**src/rtl/dma_xlate_pkg.sv**
```systemverilog
package dma_xlate_pkg;

  typedef enum logic [1:0] {
    ST_IDLE  = 2'd0,
    ST_ISSUE = 2'd1,
    ST_FETCH = 2'd2,
    ST_RESP  = 2'd3
  } xlateState_t;

  // strobes from control to datapath
  typedef struct packed {
    logic capture;    // latch request offset and entry address
    logic setFault;   // load a fault result
    logic takeFrame;  // load result from memory response
  } xlateStrobe_t;

endpackage

```
**src/rtl/dma_xlate_ctrl.sv**
```systemverilog
module dma_xlate_ctrl
  import dma_xlate_pkg::*;
(
  input  logic         clk,
  input  logic         rstN,
  input  logic         reqValid,
  input  logic         inRange,
  input  logic         memRdReady,
  input  logic         memRspValid,
  input  logic         rspReady,
  output logic         reqReady,
  output logic         memRdValid,
  output logic         rspValid,
  output xlateStrobe_t strobe
);

  xlateState_t state, stateNext;

  always_comb begin
    stateNext = state;
    strobe    = '0;
    unique case (state)
      ST_IDLE: begin
        if (reqValid) begin
          strobe.capture = 1'b1;
          if (inRange) begin
            stateNext = ST_ISSUE;
          end else begin
            strobe.setFault = 1'b1;
            stateNext       = ST_RESP;
          end
        end
      end
      ST_ISSUE: if (memRdReady) stateNext = ST_FETCH;
      ST_FETCH: begin
        if (memRspValid) begin
          strobe.takeFrame = 1'b1;
          stateNext        = ST_RESP;
        end
      end
      ST_RESP:  if (rspReady) stateNext = ST_IDLE;
      default:  stateNext = ST_IDLE;
    endcase
  end

  always_ff @(posedge clk) begin
    if (!rstN) state <= ST_IDLE;
    else       state <= stateNext;
  end

  assign reqReady   = (state == ST_IDLE);
  assign memRdValid = (state == ST_ISSUE);
  assign rspValid   = (state == ST_RESP);

endmodule

```
**src/rtl/dma_xlate_dp.sv**
```systemverilog
module dma_xlate_dp
  import dma_xlate_pkg::*;
#(
  parameter int ADDR_W      = 32,
  parameter int PAGE_BITS   = 12,
  parameter int ENTRY_SHIFT = 3
) (
  input  logic              clk,
  input  logic              rstN,
  input  xlateStrobe_t      strobe,
  input  logic              cfgWrEn,
  input  logic              cfgSel,
  input  logic [ADDR_W-1:0] cfgWrData,
  input  logic [ADDR_W-1:0] reqAddr,
  input  logic [ADDR_W-1:0] memRspData,
  input  logic              memRspErr,
  output logic              inRange,
  output logic [ADDR_W-1:0] memRdAddr,
  output logic [ADDR_W-1:0] rspPhys,
  output logic              rspFault
);

  localparam logic [ADDR_W-1:0] ORIGIN_MASK = {1'b0, {(ADDR_W-1){1'b1}}};
  localparam logic [ADDR_W-1:0] FRAME_MASK  = {{(ADDR_W-PAGE_BITS){1'b1}}, {PAGE_BITS{1'b0}}};
  localparam int NUM_CFG = 2;

  logic [ADDR_W-1:0]    cfgReg [NUM_CFG];
  logic [ADDR_W-1:0]    pageNum;
  logic [ADDR_W-1:0]    entryCount;
  logic [ADDR_W-1:0]    entryAddrNext;
  logic [ADDR_W-1:0]    entryAddrReg;
  logic [PAGE_BITS-1:0] offsetReg;
  logic [ADDR_W-1:0]    physReg;
  logic                 faultReg;

  // configuration registers: index 0 = origin, 1 = span
  for (genvar g = 0; g < NUM_CFG; g++) begin : gCfg
    always_ff @(posedge clk) begin
      if (!rstN) cfgReg[g] <= '0;
      else if (cfgWrEn && (cfgSel == 1'(g))) cfgReg[g] <= cfgWrData;
    end
  end

  assign pageNum       = reqAddr >> PAGE_BITS;
  assign entryCount    = cfgReg[1] >> ENTRY_SHIFT;
  assign inRange       = (pageNum < entryCount);
  assign entryAddrNext = (cfgReg[0] & ORIGIN_MASK) + (pageNum << ENTRY_SHIFT);

  always_ff @(posedge clk) begin
    if (!rstN) begin
      entryAddrReg <= '0;
      offsetReg    <= '0;
    end else if (strobe.capture) begin
      entryAddrReg <= entryAddrNext;
      offsetReg    <= reqAddr[PAGE_BITS-1:0];
    end
  end

  always_ff @(posedge clk) begin
    if (!rstN) begin
      physReg  <= '0;
      faultReg <= 1'b0;
    end else if (strobe.setFault) begin
      physReg  <= '0;
      faultReg <= 1'b1;
    end else if (strobe.takeFrame) begin
      if (memRspErr) begin
        physReg  <= '0;
        faultReg <= 1'b1;
      end else begin
        physReg  <= (memRspData & FRAME_MASK) | ADDR_W'(offsetReg);
        faultReg <= 1'b0;
      end
    end
  end

  assign memRdAddr = entryAddrReg;
  assign rspPhys   = physReg;
  assign rspFault  = faultReg;

endmodule

```
**src/rtl/dma_xlate.sv**
```systemverilog
module dma_xlate
  import dma_xlate_pkg::*;
#(
  parameter int ADDR_W      = 32,
  parameter int PAGE_BITS   = 12,
  parameter int ENTRY_SHIFT = 3
) (
  input  logic              clk,
  input  logic              rstN,
  input  logic              cfgWrEn,
  input  logic              cfgSel,
  input  logic [ADDR_W-1:0] cfgWrData,
  input  logic              reqValid,
  output logic              reqReady,
  input  logic [ADDR_W-1:0] reqAddr,
  output logic              rspValid,
  input  logic              rspReady,
  output logic [ADDR_W-1:0] rspPhys,
  output logic              rspFault,
  output logic              memRdValid,
  input  logic              memRdReady,
  output logic [ADDR_W-1:0] memRdAddr,
  input  logic              memRspValid,
  input  logic [ADDR_W-1:0] memRspData,
  input  logic              memRspErr
);

  xlateStrobe_t strobe;
  logic         inRange;

  dma_xlate_ctrl u_ctrl (
    .clk        (clk),
    .rstN       (rstN),
    .reqValid   (reqValid),
    .inRange    (inRange),
    .memRdReady (memRdReady),
    .memRspValid(memRspValid),
    .rspReady   (rspReady),
    .reqReady   (reqReady),
    .memRdValid (memRdValid),
    .rspValid   (rspValid),
    .strobe     (strobe)
  );

  dma_xlate_dp #(
    .ADDR_W     (ADDR_W),
    .PAGE_BITS  (PAGE_BITS),
    .ENTRY_SHIFT(ENTRY_SHIFT)
  ) u_dp (
    .clk       (clk),
    .rstN      (rstN),
    .strobe    (strobe),
    .cfgWrEn   (cfgWrEn),
    .cfgSel    (cfgSel),
    .cfgWrData (cfgWrData),
    .reqAddr   (reqAddr),
    .memRspData(memRspData),
    .memRspErr (memRspErr),
    .inRange   (inRange),
    .memRdAddr (memRdAddr),
    .rspPhys   (rspPhys),
    .rspFault  (rspFault)
  );

endmodule

```
**config.mk**
```make
export PLATFORM = sky130hd
export DESIGN_NAME = dma_xlate
export DESIGN_NICKNAME = d
export VERILOG_FILES = /design/src/rtl/dma_xlate_pkg.sv /design/src/rtl/dma_xlate_ctrl.sv /design/src/rtl/dma_xlate_dp.sv /design/src/rtl/dma_xlate.sv
export SDC_FILE = /design/constraint.sdc
export NUM_CORES = 1
export LEC_CHECK = 0
export BUFFER_PORTS_ARGS = -buffer_cell sky130_fd_sc_hd__buf_2
export CORE_UTILIZATION = 40
export DETAILED_ROUTE_END_ITERATION = 8
export GPL_TIMING_DRIVEN = 1
export SLEW_MARGIN = 20
export SYNTH_ARGS = -nofsm -noshare
export SYNTH_HDL_FRONTEND = slang
export SYNTH_SLANG_ARGS = --single-unit
```
**constraint.sdc**
```tcl
create_clock -name clk -period 8.3 [get_ports clk]
set_input_delay 1.66 -clock clk [delete_from_list [all_inputs] [get_ports clk]]
set_output_delay 1.66 -clock clk [all_outputs]
set_load 0.005 [all_outputs]
```
# ---- Word-level counts from Yosys, hierarchy flattened
# Memory sizes are Yosys's and may differ from the RTL's.
# Index checks and enable logic that the tools add are counted.
dict set report word_totals {
  output_inout_bits 68
  inputBits 105
  word_cells 50
  reg_bits 79
  memories 1
  mem_bits_rw 64
}
# name depth word_bits rd rd_ports_with_merged_regs wr line
set mem_list {}
lappend mem_list {u_dp.cfgReg 2 32 2 0 2 dma_xlate_dp.sv:27} ;# logic [ADDR_W-1:0] cfgReg [NUM_CFG];
dict set report op_classes {
  n_reduce_logical 6
  bitwise_logic 5
  n_mux 24
  eq_ne 7
  order_cmp 1
  add_sub_neg 1
}
# cell n
set op_table {}
lappend op_table {{$mux 32} 3}
lappend op_table {{$add 31x23->32} 1}
lappend op_table {{$or 32x12->32} 1}
lappend op_table {{$lt 20x29->1} 1}
lappend op_table {{$mux 2} 7}
lappend op_table {{$mux 1} 13}
lappend op_table {{$pmux 2 s4} 1}
lappend op_table {{$eq 2x2->1 const B} 2}
lappend op_table {{$ne 2x1->1 const B} 2}
lappend op_table {{$ne 2x2->1 const B} 2}
lappend op_table {{$reduce_and 4->1} 1}
lappend op_table {{$eq 2x1->1 const B} 1}
lappend op_table {{$logic_and 1x1->1} 2}
lappend op_table {{$logic_not 2->1} 1}
lappend op_table {{$not 1->1} 2}
lappend op_table {{$or 1x1->1} 2}
lappend op_table {{$reduce_bool 2->1} 1}
lappend op_table {{$reduce_or 2->1} 1}

# ---- Depth between registers and ports, before layout
dict set report depth {
  depth_word 6
  depth_mapped 10
  mapped_depth_nobuf 9
}

# ---- Cells and area by module
# Synthesis repeated with hierarchy kept, for this count alone.
dict set report hier_totals {
  hier_cells 715
  area_unflattened_um2 7063.0
}
# module cells_each area_per_inst_um2 instances seq_area_each_um2
set by_module_without_submodules {}
lappend by_module_without_submodules {dma_xlate_dp 691 6851.6 1 3343.2}
lappend by_module_without_submodules {dma_xlate_ctrl 24 211.5 1 40.0}

# ---- Worst setup path before layout
# OpenSTA, ideal clock, no wires.
dict set report synth_path {
  kind {input to register}
  startpoint {in cfgWrEn}
  endpoint {mem u_dp.cfgReg[0][0], enable pin}
  setup_ns 0.462
  path_stages 2
  path_slack_ns 3.941
  t_required_ns 7.838
  t_arrival_ns 3.897
  path_buffers 0
  cell_sequence {inv_1 > o21ai_0}
}
# item line
set synth_lines {}
lappend synth_lines {{from (decl)} dma_xlate.sv:10} ;# input logic cfgWrEn,
lappend synth_lines {{to (decl)} dma_xlate_dp.sv:27}

# ---- Worst setup path in the final report
dict set report layout_path {
  startpoint {in reqAddr[12]}
  endpoint {reg u_dp.entryAddrReg[27], in the netlist u_dp.memRdAddr[27]}
}
dict set report layout_between {
  elab_chain_cells 1
}
# item line
set layout_rtl {}
lappend layout_rtl {{from (decl)} dma_xlate.sv:15} ;# input logic [ADDR_W-1:0] reqAddr,
lappend layout_rtl {{$add 31x23->32} dma_xlate_dp.sv:47} ;# assign entryAddrNext = (cfgReg[0] & ORIGIN_MASK) + (pageNum << ENTRY_SHIFT);
lappend layout_rtl {{to (signal assigned)} dma_xlate_dp.sv:54} ;# entryAddrReg <= entryAddrNext;
lappend layout_rtl {{to (decl)} dma_xlate_dp.sv:31} ;# logic [ADDR_W-1:0] entryAddrReg;
# No other way between the ends.
# A chain may end at the register's enable or synchronous reset.

==> impl_metrics.yaml <==
yosys:
  syn_area_per_cell_um2: 9.891
  yosysWarnings: 0
  syn_area_um2: 7092
  yosysSeqAreaShare: 0.4771
  synth-main-ff-cell: "dfxtp_1"
  ys_top_cells_by_area: "edfxtp_1, dfxtp_1, ha_1"
  synth_edf_count: 60
  yosys.area.top_type_share: 0.2541
  yosysUniqueCellTypes: 59
  synth.largest_area_cell: "edfxtp_1"
  synthTopCellsByCount: "dfxtp_1, and2_1, nand2_1"
  ys_ff_latch: 139
  synth_most_common_cell: "dfxtp_1"
  synthArstFlopShare: 0
  syn_inst: 717
  syn_nets: 866
global_route:
  grt_overflow: 0
  track_usage: 0.1925
  grt_antenna_before_repair: 0
  grt_pass1_vias: 5324
  grt_pass1_wl_um: 26920
  grt_max_degree: 66
setup_path:
  endpoint_kind: "flip-flop"
  cp_slowest_cell: "fa_1"
  path_class: "primary input to flip-flop"
  cp_common_cell: "o211ai_1"
  worstPathCellList: "buf_2 > ha_1 > fa_1 > a21oi_1 > o211ai_1 > a32oi_1 > a211oi_2 > o211ai_1 > xor2_1 > o21ai_1"
  cp-start-kind: "primary input"
  r2r_start: "u_dp.cfgReg[0][3]"
  critPathRequiredTime_ps: 8610
  r2r-end: "u_dp.memRdAddr[27]"
  rrSetupSlack_ps: 5650
  slowest_delay_ps: 420
  crit_arrival_ps: 3930
  rr_worst_depth: 9
  critPathMaxFanout: 5
clock_network:
  ctsHoldBuffers: 0
  root_buffer: "clkbuf_16"
  cts_max_level: 4
  postCtsResizedCells: 0
  cts_tree: "yes"
  cts_setup_buffers: 0
  clkSlewWorstSetupHoldPaths_ps: 60
  clock_path_buffers: 2
  cts_sinks: 139
  cts_buffers: 17
  clk_latency_ps: 430
drt:
  wl_per_cell_um: 15.14
  drt.antenna.violating_nets: 0
  drtPass1Iterations: 4
  drc: 0
  via_count: 5509
  totalWireLength_um: 16760
  dr.first_iter.drc_count: 195
  viasPerCell: 4.977
cells_and_area:
  layout.cells.non_filler: 1107
  multi_input_area_um2: 3428
  layout.nets: 1018
  regArea_um2: 3383
  antennaDiodeCount: 0
  area_growth_pct: 23.09
  layout-drive-gt1-share: 0.2766
  fill_cells: 1687
  stdcell_area_um2: 8730
run:
  cap_violations: 0
die:
  die_width_um: 135.2
  num_rows: 48
  core_area_um2: 17300
  ios: 173
  initial_core_util: 0.4100
  fp.dieArea_um2: 18270
  die_y_um: 135.2
hold_path:
  hold_path_startpoint: "u_dp.memRdAddr[25]"
  holdPathStages: 2
  hold_class: "flip-flop to flip-flop"
  hold_end: "u_dp.memRdAddr[25]"
power:
  ir_worst_vdd_uv: 150.9
  p_leak_nw: 3.797
  powerDensity_nw_per_um2: 242.0
timing:
  period_minus_slack_ps: 3617
  hold_viol_final: 0
  finalSetupTns_ps: 0
  clock_skew_ps: 9.399
  slew_headroom: 0.3351
  rsz0062_at_grt: "false"
  max_freq_mhz: 276.4
  post-route-period-util: 0.4358
  setup_viol: 0
  worstMarginPinSlew_ps: 997.4
  slew_viol_final: 0
outcome:
  status: "complete, no violations"
placement:
  place.gp.congestion: 0.8268
  post-dp-hpwl_um: 11790
  placed_cells: 1075
  place_area_um2: 8085
  port_buffers: 160
## worst max path at each step
stage,startpoint,depth (start not counted),endpoint
final,reqAddr[12],10,u_dp.memRdAddr[27]
after global routing,reqAddr[12],10,u_dp.memRdAddr[25]
after detailed placement,reqAddr[12],10,u_dp.memRdAddr[27]
after global placement,reqAddr[12],10,u_dp.memRdAddr[27]
after floorplan,cfgWrEn,2,u_dp.cfgReg[0][0]
after CTS,reqAddr[12],10,u_dp.memRdAddr[27]
## cells in the final DEF (no fill, tap or decap), types with 6 or more instances in the layout
master     Yosys  layout
inv_6          0       6
clkbuf_16      0      19
buf_4          0       8
o21ai_0       29      28
dfxtp_1       79      79
ha_1          43      43
nand4_1        6       6
nor2_2        30      30
nor3b_1       34      34
nor2_1        21      21
a21oi_1       58      58
o21a_1         6       6
edfxtp_1      60      60
buf_2          1     160
a21o_1         9       9
xor2_1        14      14
a21boi_0      20      20
inv_1         35      35
o211ai_1       8       8
nand3_1       17      17
nand2_1       69      68
xnor2_1        6       6
and2_1        71      71
## area by class of cell
type / count / area share
clock buffers: 19 / 0.05446
clock inverters: 13 / 0.01935
inverters: 35 / 0.01505
multi-input cells: 508 / 0.3927
flip-flops and latches: 139 / 0.3876
well taps: 225 / 0.03225
repair buffers: 168 / 0.09861
## metal layers
metal / part of all wire / GRT usage
met2: 0.45 / 0.3088
met5: 0 / 0
met3: 0.053 / 0.04826
met4: 0.016 / 0.06617
met1: 0.48 / 0.2515
## critical path, delay by kind of cell
family | cells | cell delay, ps
AOI/OAI and AO/OA | 6 | 1350
adders and majority gates | 2 | 640
xor gates and xnor gates | 1 | 170
buffers and inverters | 1 | 110
## flip-flops by register name, indices dropped and copies added (netlist names)
signal	flops
u_dp.cfgReg	60
u_dp.rspFault	1
u_ctrl.state	2
u_dp.offsetReg	12
u_dp.rspPhys	32
u_dp.memRdAddr	32
## kinds of logic after synthesis
| logic type | synth area share |
|---|---|
| AO/OA/AOI/OAI | 0.1600 |
| XOR/XNOR | 0.02470 |
| adder cells (fa/ha/maj) | 0.07869 |
| buffers and inverters | 0.04040 |
| flip-flops | 0.4771 |
| multiplexers | 0.001588 |
| AND/OR/NAND/NOR | 0.2175 |
## metrics by stage
| stage | utilization | power (mW) | setup WS [ps] | hold WS [ps] |
|---|---|---|---|---|
| 3_3_place_gp | 0.4674 | 1.311 | 4193 | 447.4 |
| 4_1_cts | 0.5047 | 2.139 | 4689 | 463.0 |
| 2_1_floorplan | - | 1.147 | 3941 | 438.6 |
| 6_report | 0.5047 | 2.112 | 4683 | 457.1 |
| 5_1_grt | 0.5047 | 2.230 | 4532 | 479.2 |
| 3_5_place_dp | 0.4674 | 1.316 | 4245 | 454.1 |
## where the power goes
group	internal, mW	switching (mW)
registers	0.798	0.0418
clock network	0.492	0.326
logic	0.181	0.274
total	1.47	0.642
(Power assumes the default switching activity.)
